===== src/rtl/opdec_pkg.sv =====
package opdec_pkg;

    localparam int BYTE_W  = 8;
    localparam int CLASS_W = 5;
    localparam int SEL_W   = 4;
    localparam int SUB_W   = 3;
    localparam int COND_W  = 3;

    typedef enum logic [CLASS_W-1:0] {
        OC_NOP     = 5'd0,
        OC_STOP    = 5'd1,
        OC_JR      = 5'd2,
        OC_INC8    = 5'd3,
        OC_DEC8    = 5'd4,
        OC_LD8     = 5'd5,
        OC_INC16   = 5'd6,
        OC_DEC16   = 5'd7,
        OC_LD16    = 5'd8,
        OC_ADD16   = 5'd9,
        OC_HALT    = 5'd10,
        OC_ALU     = 5'd11,
        OC_ALU1    = 5'd12,
        OC_CALL    = 5'd13,
        OC_JP      = 5'd14,
        OC_RET     = 5'd15,
        OC_PUSH    = 5'd16,
        OC_POP     = 5'd17,
        OC_PREFIX  = 5'd18,
        OC_DI      = 5'd19,
        OC_EI      = 5'd20,
        OC_RETI    = 5'd21,
        OC_ADDSP   = 5'd22,
        OC_LDHLSP  = 5'd23,
        OC_JPHL    = 5'd24,
        OC_RST     = 5'd25,
        OC_INVALID = 5'd26,
        OC_SHIFT   = 5'd27,
        OC_BITTEST = 5'd28,
        OC_BITCLR  = 5'd29,
        OC_BITSET  = 5'd30
    } op_class_e;

    // 8-bit operand selectors beyond the register codes 0..7
    localparam logic [SEL_W-1:0] SEL_A      = 4'd7;
    localparam logic [SEL_W-1:0] SEL_IMM8   = 4'd8;
    localparam logic [SEL_W-1:0] SEL_IND0   = 4'd9;
    localparam logic [SEL_W-1:0] SEL_HI_IMM = 4'd13;
    localparam logic [SEL_W-1:0] SEL_HI_C   = 4'd14;
    localparam logic [SEL_W-1:0] SEL_ABS8   = 4'd15;

    // 16-bit operand selectors
    localparam logic [SEL_W-1:0] PR_HL    = 4'd2;
    localparam logic [SEL_W-1:0] PR_SP    = 4'd3;
    localparam logic [SEL_W-1:0] PR_AF    = 4'd4;
    localparam logic [SEL_W-1:0] PR_IMM16 = 4'd5;
    localparam logic [SEL_W-1:0] PR_ABS   = 4'd6;

    localparam logic [COND_W-1:0] CC_ALWAYS = 3'd4;

    localparam logic [BYTE_W-1:0] PREFIX_BYTE = 8'hCB;

    typedef struct packed {
        op_class_e           cls;
        logic [SEL_W-1:0]    dst;
        logic [SEL_W-1:0]    src;
        logic [SUB_W-1:0]    sub;
        logic [COND_W-1:0]   cond;
        logic [BYTE_W-1:0]   vec;
    } dec_t;

    function automatic dec_t dec_blank();
        dec_t d;
        d.cls  = OC_INVALID;
        d.dst  = '0;
        d.src  = '0;
        d.sub  = '0;
        d.cond = CC_ALWAYS;
        d.vec  = '0;
        return d;
    endfunction

    // pair code for push/pop: slot 3 names AF instead of SP
    function automatic logic [SEL_W-1:0] pair_af(input logic [1:0] p);
        return (p == 2'd3) ? PR_AF : {2'b00, p};
    endfunction

    function automatic logic [SEL_W-1:0] pair_sp(input logic [1:0] p);
        return {2'b00, p};
    endfunction

endpackage


===== src/rtl/opdec_primary.sv =====
module opdec_primary
    import opdec_pkg::*;
(
    input  logic [BYTE_W-1:0] byte_i,
    output dec_t              dec_o
);
    logic [1:0] x, p;
    logic [2:0] y, z;
    logic       q;

    assign x = byte_i[7:6];
    assign y = byte_i[5:3];
    assign z = byte_i[2:0];
    assign p = byte_i[5:4];
    assign q = byte_i[3];

    always_comb begin
        dec_o = dec_blank();
        unique case (x)
            2'd0: begin
                unique case (z)
                    3'd0: begin
                        if (y == 3'd0) begin
                            dec_o.cls = OC_NOP;
                        end else if (y == 3'd1) begin
                            dec_o.cls = OC_LD16;
                            dec_o.dst = PR_ABS;
                            dec_o.src = PR_SP;
                        end else if (y == 3'd2) begin
                            dec_o.cls = OC_STOP;
                        end else begin
                            dec_o.cls  = OC_JR;
                            dec_o.src  = SEL_IMM8;
                            dec_o.cond = (y == 3'd3) ? CC_ALWAYS : (y - 3'd4);
                        end
                    end
                    3'd1: begin
                        if (!q) begin
                            dec_o.cls = OC_LD16;
                            dec_o.dst = pair_sp(p);
                            dec_o.src = PR_IMM16;
                        end else begin
                            dec_o.cls = OC_ADD16;
                            dec_o.dst = PR_HL;
                            dec_o.src = pair_sp(p);
                        end
                    end
                    3'd2: begin
                        dec_o.cls = OC_LD8;
                        if (!q) begin
                            dec_o.dst = SEL_IND0 + {2'b00, p};
                            dec_o.src = SEL_A;
                        end else begin
                            dec_o.dst = SEL_A;
                            dec_o.src = SEL_IND0 + {2'b00, p};
                        end
                    end
                    3'd3: begin
                        dec_o.cls = q ? OC_DEC16 : OC_INC16;
                        dec_o.dst = pair_sp(p);
                    end
                    3'd4: begin
                        dec_o.cls = OC_INC8;
                        dec_o.dst = {1'b0, y};
                    end
                    3'd5: begin
                        dec_o.cls = OC_DEC8;
                        dec_o.dst = {1'b0, y};
                    end
                    3'd6: begin
                        dec_o.cls = OC_LD8;
                        dec_o.dst = {1'b0, y};
                        dec_o.src = SEL_IMM8;
                    end
                    default: begin
                        dec_o.cls = OC_ALU1;
                        dec_o.sub = y;
                    end
                endcase
            end
            2'd1: begin
                if (y == 3'd6 && z == 3'd6) begin
                    dec_o.cls = OC_HALT;
                end else begin
                    dec_o.cls = OC_LD8;
                    dec_o.dst = {1'b0, y};
                    dec_o.src = {1'b0, z};
                end
            end
            2'd2: begin
                dec_o.cls = OC_ALU;
                dec_o.sub = y;
                dec_o.dst = SEL_A;
                dec_o.src = {1'b0, z};
            end
            default: begin
                unique case (z)
                    3'd0: begin
                        unique case (y)
                            3'd4: begin dec_o.cls = OC_LD8; dec_o.dst = SEL_HI_IMM; dec_o.src = SEL_A; end
                            3'd5: begin dec_o.cls = OC_ADDSP; dec_o.dst = PR_SP; dec_o.src = SEL_IMM8; end
                            3'd6: begin dec_o.cls = OC_LD8; dec_o.dst = SEL_A; dec_o.src = SEL_HI_IMM; end
                            3'd7: begin dec_o.cls = OC_LDHLSP; dec_o.dst = PR_HL; dec_o.src = PR_SP; end
                            default: begin dec_o.cls = OC_RET; dec_o.cond = y; end
                        endcase
                    end
                    3'd1: begin
                        if (!q) begin
                            dec_o.cls = OC_POP;
                            dec_o.dst = pair_af(p);
                        end else begin
                            unique case (p)
                                2'd0: dec_o.cls = OC_RET;
                                2'd1: dec_o.cls = OC_RETI;
                                2'd2: begin dec_o.cls = OC_JPHL; dec_o.src = PR_HL; end
                                default: begin dec_o.cls = OC_LD16; dec_o.dst = PR_SP; dec_o.src = PR_HL; end
                            endcase
                        end
                    end
                    3'd2: begin
                        unique case (y)
                            3'd4: begin dec_o.cls = OC_LD8; dec_o.dst = SEL_HI_C; dec_o.src = SEL_A; end
                            3'd5: begin dec_o.cls = OC_LD8; dec_o.dst = SEL_ABS8; dec_o.src = SEL_A; end
                            3'd6: begin dec_o.cls = OC_LD8; dec_o.dst = SEL_A; dec_o.src = SEL_HI_C; end
                            3'd7: begin dec_o.cls = OC_LD8; dec_o.dst = SEL_A; dec_o.src = SEL_ABS8; end
                            default: begin dec_o.cls = OC_JP; dec_o.cond = y; dec_o.src = PR_IMM16; end
                        endcase
                    end
                    3'd3: begin
                        if (y == 3'd0) begin
                            dec_o.cls = OC_JP;
                            dec_o.src = PR_IMM16;
                        end else if (y == 3'd1) begin
                            dec_o.cls = OC_PREFIX;
                        end else if (y == 3'd6) begin
                            dec_o.cls = OC_DI;
                        end else if (y == 3'd7) begin
                            dec_o.cls = OC_EI;
                        end
                    end
                    3'd4: begin
                        if (!y[2]) begin
                            dec_o.cls  = OC_CALL;
                            dec_o.cond = y;
                            dec_o.src  = PR_IMM16;
                        end
                    end
                    3'd5: begin
                        if (!q) begin
                            dec_o.cls = OC_PUSH;
                            dec_o.src = pair_af(p);
                        end else if (p == 2'd0) begin
                            dec_o.cls = OC_CALL;
                            dec_o.src = PR_IMM16;
                        end
                    end
                    3'd6: begin
                        dec_o.cls = OC_ALU;
                        dec_o.sub = y;
                        dec_o.dst = SEL_A;
                        dec_o.src = SEL_IMM8;
                    end
                    default: begin
                        dec_o.cls = OC_RST;
                        dec_o.vec = {2'b00, y, 3'b000};
                    end
                endcase
            end
        endcase
    end
endmodule


===== src/rtl/opdec_secondary.sv =====
module opdec_secondary
    import opdec_pkg::*;
(
    input  logic [BYTE_W-1:0] byte_i,
    output dec_t              dec_o
);
    logic [2:0] y, z;

    assign y = byte_i[5:3];
    assign z = byte_i[2:0];

    always_comb begin
        dec_o     = dec_blank();
        dec_o.sub = y;
        dec_o.src = {1'b0, z};
        unique case (byte_i[7:6])
            2'd0: begin dec_o.cls = OC_SHIFT;   dec_o.dst = {1'b0, z}; end
            2'd1: begin dec_o.cls = OC_BITTEST; end
            2'd2: begin dec_o.cls = OC_BITCLR;  dec_o.dst = {1'b0, z}; end
            default: begin dec_o.cls = OC_BITSET; dec_o.dst = {1'b0, z}; end
        endcase
    end
endmodule


===== src/rtl/opdec_prefix_state.sv =====
module opdec_prefix_state
    import opdec_pkg::*;
#(
    parameter logic [BYTE_W-1:0] ARM_BYTE = PREFIX_BYTE
) (
    input  logic              clk,
    input  logic              rst,
    input  logic              in_valid,
    input  logic [BYTE_W-1:0] in_byte,
    output logic              armed_o
);
    always_ff @(posedge clk) begin
        if (rst) begin
            armed_o <= 1'b0;
        end else if (in_valid) begin
            // an armed state always consumes the byte, even another prefix
            armed_o <= !armed_o && (in_byte == ARM_BYTE);
        end
    end
endmodule


===== src/rtl/opdec_top.sv =====
module opdec_top
    import opdec_pkg::*;
(
    input  logic               clk,
    input  logic               rst,
    input  logic               in_valid,
    input  logic [7:0]         in_byte,
    output logic               out_valid,
    output logic [4:0]         out_class,
    output logic [3:0]         out_dst,
    output logic [3:0]         out_src,
    output logic [2:0]         out_sub,
    output logic [2:0]         out_cond,
    output logic [7:0]         out_vec,
    output logic               out_sec,
    output logic [7:0]         out_raw
);
    dec_t pri_dec, sec_dec, dec_q;
    logic prefix_q;

    opdec_primary u_pri (
        .byte_i (in_byte),
        .dec_o  (pri_dec)
    );

    opdec_secondary u_sec (
        .byte_i (in_byte),
        .dec_o  (sec_dec)
    );

    opdec_prefix_state #(.ARM_BYTE(PREFIX_BYTE)) u_pfx (
        .clk      (clk),
        .rst      (rst),
        .in_valid (in_valid),
        .in_byte  (in_byte),
        .armed_o  (prefix_q)
    );

    always_ff @(posedge clk) begin
        if (rst) begin
            out_valid <= 1'b0;
            dec_q     <= dec_blank();
            out_sec   <= 1'b0;
            out_raw   <= '0;
        end else begin
            out_valid <= in_valid;
            if (in_valid) begin
                dec_q   <= prefix_q ? sec_dec : pri_dec;
                out_sec <= prefix_q;
                out_raw <= in_byte;
            end
        end
    end

    assign out_class = dec_q.cls;
    assign out_dst   = dec_q.dst;
    assign out_src   = dec_q.src;
    assign out_sub   = dec_q.sub;
    assign out_cond  = dec_q.cond;
    assign out_vec   = dec_q.vec;
endmodule


===== config.mk =====
export PLATFORM = sky130hd
export DESIGN_NAME = opdec_top
export DESIGN_NICKNAME = d
export VERILOG_FILES = /design/src/rtl/opdec_pkg.sv /design/src/rtl/opdec_primary.sv /design/src/rtl/opdec_secondary.sv /design/src/rtl/opdec_prefix_state.sv /design/src/rtl/opdec_top.sv
export SDC_FILE = /design/constraint.sdc
export NUM_CORES = 1
export LEC_CHECK = 0
export BUFFER_PORTS_ARGS = -buffer_cell sky130_fd_sc_hd__buf_2
export CORE_MARGIN = 3
export CORE_UTILIZATION = 49
export CTS_CLUSTER_SIZE = 14
export DETAILED_ROUTE_END_ITERATION = 12
export PLACE_DENSITY_LB_ADDON = 0.1
export SLEW_MARGIN = 10
export SYNTH_ARGS = -nofsm -noshare
export SYNTH_HDL_FRONTEND = slang
export SYNTH_SLANG_ARGS = --single-unit

===== constraint.sdc =====
create_clock -name clk -period 3.8 [get_ports clk]
set_input_delay 0.19 -clock clk [delete_from_list [all_inputs] [get_ports clk]]
set_output_delay 0.19 -clock clk [all_outputs]
set_load 0.02 [all_outputs]

# --- Yosys cells after proc, flatten, opt, wreduce, memory -nomap -nowiden ---
# Cells that the tools add are included.
word_totals:
  elab_cells: 108
  in_bits: 11
  reg_bits: 38
op_classes:
  addsub: 2
  n_mux: 58
  n_reduce_logical: 19
  eq_ne: 19
op_table:
  columns: ["operator", "n"]
  rows:
  - ["$mux W3", 15]
  - ["$pmux W13 S3", 1]
  - ["$mux W4", 9]
  - ["$pmux W5 S7", 1]
  - ["$pmux W4 S4", 2]
  - ["$pmux W8 S4", 1]
  - ["$mux W5", 6]
  - ["$pmux W5 S3", 2]
  - ["$pmux W5 S6", 1]
  - ["$pmux W4 S7", 1]
  - ["$mux W27", 1]
  - ["$mux W8", 3]
  - ["$pmux W4 S3", 2]
  - ["$eq A3 B3 Y1 const B", 7]
  - ["$pmux W4 S5", 1]
  - ["$mux W9", 2]
  - ["$pmux W3 S3", 2]
  - ["$reduce_or A2 Y1", 7]
  - ["$eq A3 B2 Y1 const B", 4]
  - ["$pmux W3 S2", 2]
  - ["$reduce_or A3 Y1", 3]
  - ["$eq A8 B8 Y1 const B", 1]
  - ["$mux W7", 1]
  - ["$reduce_or A7 Y1", 1]
  - ["other kinds (13)", 22]

# --- Longest topological paths before layout ---
logic_depth:
  depth_word: 8
  depth_mapped: 10
  depth_no_buf: 7

# --- Cells and area by module ---
# Synthesis repeated with hierarchy kept, for this count alone.
hier_totals:
  hier_cells: 429
  area_unflattened_um2: 3289.4
modules_own_cells:
  columns: ["module", "area_each_um2", "cells_per_inst", "n_inst"]
  rows:
  - ["opdec_top", 1541.5, 151, 1]
  - ["opdec_primary", 1413.9, 235, 1]
  - ["opdec_secondary", 271.5, 36, 1]
  - ["opdec_prefix_state", 62.6, 7, 1]

# --- Worst setup path after synthesis ---
# OpenSTA, ideal clock, no wires.
synth_timing:
  path_type: "input-to-reg"
  startpoint: "in in_byte[5]"
  endpoint: "reg dec_q, in the netlist out_src[2]"
  t_arrival_ns: 1.943
  cell_stages: 10
  path_buffers: 3
  setup_time_ns: 0.091
  slack_ns: 1.766
  path_cell_list: "buf_2 -> clkbuf_1 -> inv_1 -> ha_1 -> clkbuf_1 -> mux2_1 -> nand3_1 -> o311a_1 -> or3_1 -> a311oi_1"
synth_via:
  elab_chain_len: 6
  word_cells_on_any_way: 24
  classes_between: "1 x add/sub; 6 x eq/ne; 14 x mux; 3 x reduce/logical"
synth_rtl:
  columns: ["item", "line", "source"]
  rows:
  - ["from (decl)", "opdec_top.sv:7", "input logic [7:0] in_byte,"]
  - ["branches (longest 4 deep; another with $add A4 B2 Y4)", null, null]
  - ["$pmux W13 S3 *", "opdec_primary.sv:19", "unique case (x)"]
  - ["$mux W27 *", "opdec_top.sv:48", "dec_q <= prefix_q ? sec_dec : pri_dec;"]
  - ["to (signal assigned)", "opdec_top.sv:42", "dec_q <= dec_blank();"]
  - ["to (signal assigned)", "opdec_top.sv:48", null]
  - ["to (decl)", "opdec_top.sv:18", "dec_t pri_dec, sec_dec, dec_q;"]
# Every way passes the cells marked *.
# A chain may end at the register's enable or synchronous reset.

# --- Worst setup path in the final report ---
layout_timing:
  startpoint: "in in_byte[6]"
  endpoint: "reg dec_q, in the netlist out_dst[0]"
layout_via:
  elab_chain_len: 3
  word_cells_on_any_way: 6
  classes_between: "2 x eq/ne; 3 x mux; 1 x reduce/logical"
layout_rtl:
  columns: ["item", "line"]
  rows:
  - ["$eq A2 B2 Y1, or another cell as far along", "opdec_primary.sv:19"]
  - ["$pmux W13 S3 / $mux W3 (equally long branches)", "opdec_primary.sv:19, opdec_secondary.sv:16"]
  - ["$mux W27 *", "opdec_top.sv:48"]
# Every way passes the cells marked *; elsewhere a longest branch is shown, timed or not.

==> metrics.yaml <==
clock_network:
  cts-resized-gates: 0
  clk_latency_ps: 290
  cts_root_buffer: "clkbuf_8"
  ctsHoldBuffers: 0
  tritoncts: "done"
  clock_sinks: 33
  path_clk_slew_ps: 70
  numCtsBuffers: 5
  h-tree-depth: 2
  clock_path_buffers: 2
  post_cts.repair.setup_buffers: 0
yosys:
  seq_area_frac_synth_pct: 24.5
  yosys-top-cells-count: "dfxtp_1, nor2_1, nand2_1"
  syn_avg_cell_area_um2: 7.37
  synth_top_area_share_pct: 24.5
  yosysWarningCount: 0
  synth_edf_count: 0
  synth.distinct_cells: 63
  syn-cell-area_mm2: 0.00269
  synth_most_common_cell: "dfxtp_1"
  synth.area.top_cells: "dfxtp_1, ha_1, nor2_1"
  syn-instance-count: 365
  yosysTopAreaCell: "dfxtp_1"
  synth_flop_cell: "dfxtp_1"
  async_reset_ff_share_pct: 0
  ys_ff_latch: 33
critical_path:
  cp.arrival_ps: 2350
  worst_path_largest_cell_delay_ps: 520
  rr_worst_depth: 5
  cp-start-kind: "primary input"
  reg2reg_to: "out_src[0]"
  critPathMaxFanout: 11
  path_class: "in -> reg"
  rr_startpoint: "u_pfx.armed_o"
  cp.required_ps: 4010
  crit_family: "simple AND/OR/NAND/NOR gates"
  slowest_stage: "or4_1"
  path_cells: "buf_2, inv_1, ha_1, nor2b_4, nand2b_4, or4_1, and4b_1, a221oi_2"
  path_buf_inv: 2
  r2r_setup_slack_ps: 1880
  end_kind: "flip-flop"
global_route:
  track_usage_pct: 29.5
  grt.overflow.total: 0
  grt_pass1_vias: 2756
  grt_antenna_before_repair: 0
  grt_pass1_wl_um: 14800
  grt_max_degree: 40
drt:
  route.detailed.drc: 0
  wirelength_um: 9190
  postRouteAntennaNets: 0
  initialDrtViolationCount: 441
  dr.pass1.iters: 5
  avgViaCountPerCell: 6.53
  routedWlPerCell_um: 20.3
  vias: 2950
placement:
  place_ws_ps: 1390
  gp_congestion: 0.997
  portBuffers: 42
  post-dp-hpwl_um: 6070
  placed_cells: 444
final_layout:
  final_net_count: 404
  num-fill-cells: 539
  final_cell_count_no_fill: 452
  syn2layout_area_growth_pct: 8.46
  num_antenna_cells: 0
  drive_above_1_share_pct: 16.0
sta:
  tightest_slew_ps: 764
  rsz0062_at_grt: "false"
  slew_violations: 0
  setup_viol: 0
  maxSlewHeadroom_pct: 49.1
  hold_viol_final: 0
  max_freq_mhz: 467
  whs_ps: 200
  fin_crit_ps: 2140
  fin_tns_setup_ps: 0
  worst_clock_skew_ps: 4.95
  fin_crit_sh_pct: 56.4
  timing.final.ws_setup_ps: 1660
floorplanning:
  die_y_um: 80.1
  die_w_um: 80.1
  rows: 26
  start_util_pct: 51.7
  coreArea_mm2: 0.00520
  dieArea_mm2: 0.00642
  io_pins: 48
pwr:
  power.total_w: 0.000889
  power_leakage_nw: 1.17
  power_density_mw_per_mm2: 305
  ir_drop_mv: 0.287
worst_hold_path:
  hold_path_class: "in -> reg"
  min_to: "out_raw[6]"
  worstHoldPathCells: 3
  hold_start: "in_byte[6]"
outcome:
  outcome: "finished, final reports clean"
run:
  cap_violations: 0
[logic make-up after synthesis]
kind of cell    after synthesis  synth area share, %
fa+ha+maj                    12                 5.58
buf+inv                      52                 9.02
flops                        33                 24.5
compound gates              117                 29.6
mux                          11                 4.18
simple gates                139                 26.9
other cells                   1                0.139
[through the flow]
step           utilization, %  instance area [um^2]
3_5_place_dp             54.4                  2830
2_1_floorplan               -                  2710
6_report                 56.1                  2920
5_1_grt                  56.1                  2920
4_1_cts                  56.1                  2920
3_3_place_gp             54.4                  2830
[worst max-delay path by stage]
stage | startpoint | end | slack (ps) | depth (start not counted)
global placement | in_byte[6] | out_dst[0] | 1360 | 8
floorplan | in_byte[5] | out_src[2] | 1770 | 10
global route | in_byte[6] | out_dst[0] | 1580 | 8
CTS | in_byte[6] | out_dst[0] | 1690 | 8
detailed placement | in_byte[6] | out_dst[0] | 1390 | 8
finish | in_byte[6] | out_dst[0] | 1660 | 8
[layout make-up]
cell class / instances / area [um^2] / area share [%]
clock buffers: 5 / 68.8 / 2.36
repair buffers: 46 / 240 / 8.23
clock inverters: 3 / 17.5 / 0.600
flip-flops and latches: 33 / 661 / 22.6
well taps: 70 / 87.6 / 3.00
multi-input cells: 284 / 1800 / 61.8
inverters: 11 / 41.3 / 1.41
[cell usage in the layout (no fill, tap or decap), types with 3 or more instances in the layout]
cell type  count
o22ai_1        4
nor2b_1       14
a2111oi_0      5
buf_4          4
nor3_1        11
a32oi_1        4
ha_1          12
o211ai_1       6
nand4_1        4
o21ai_1        7
or3_1          3
conb_1         5
a21oi_1       22
nand3_1       15
o31ai_1        3
a22oi_1        7
dfxtp_1       33
nor2_1        32
inv_1         10
o32ai_1        4
mux2i_1        9
clkbuf_8       5
a221oi_1       3
and3_1         3
buf_2         42
nand2b_1       8
o21ai_0       18
and2_1         3
a31oi_1        9
nand2_1       31
a211oi_1       3
o41ai_1        4
[flip-flops by register name (all words and copies together), names as in the netlist]
register and cells:
u_pfx.armed_o 1, out_sub 3, out_vec 3, out_dst 4, out_valid 1, out_class 5
out_sec 1, out_cond 3, out_src 4, out_raw 8
[routing by layer]
layer / global-route usage (%) / part of all wire (%)
met5: 0 / 0
met2: 42.6 / 44
met4: 12.7 / 3.0
met1: 41.4 / 44
met3: 7.40 / 9.1
[report_power, final]
group | switching [W] | internal, W
sequential | 0.00000775 | 0.000362
combinational | 0.000172 | 0.0000768
clock | 0.000145 | 0.000126
[worst min-delay path, cell delays in order]
cell	delay, ps
buf_2	130
mux2i_1	80
nor2_1	70
Note: power is estimated with default switching activity, not from simulation.
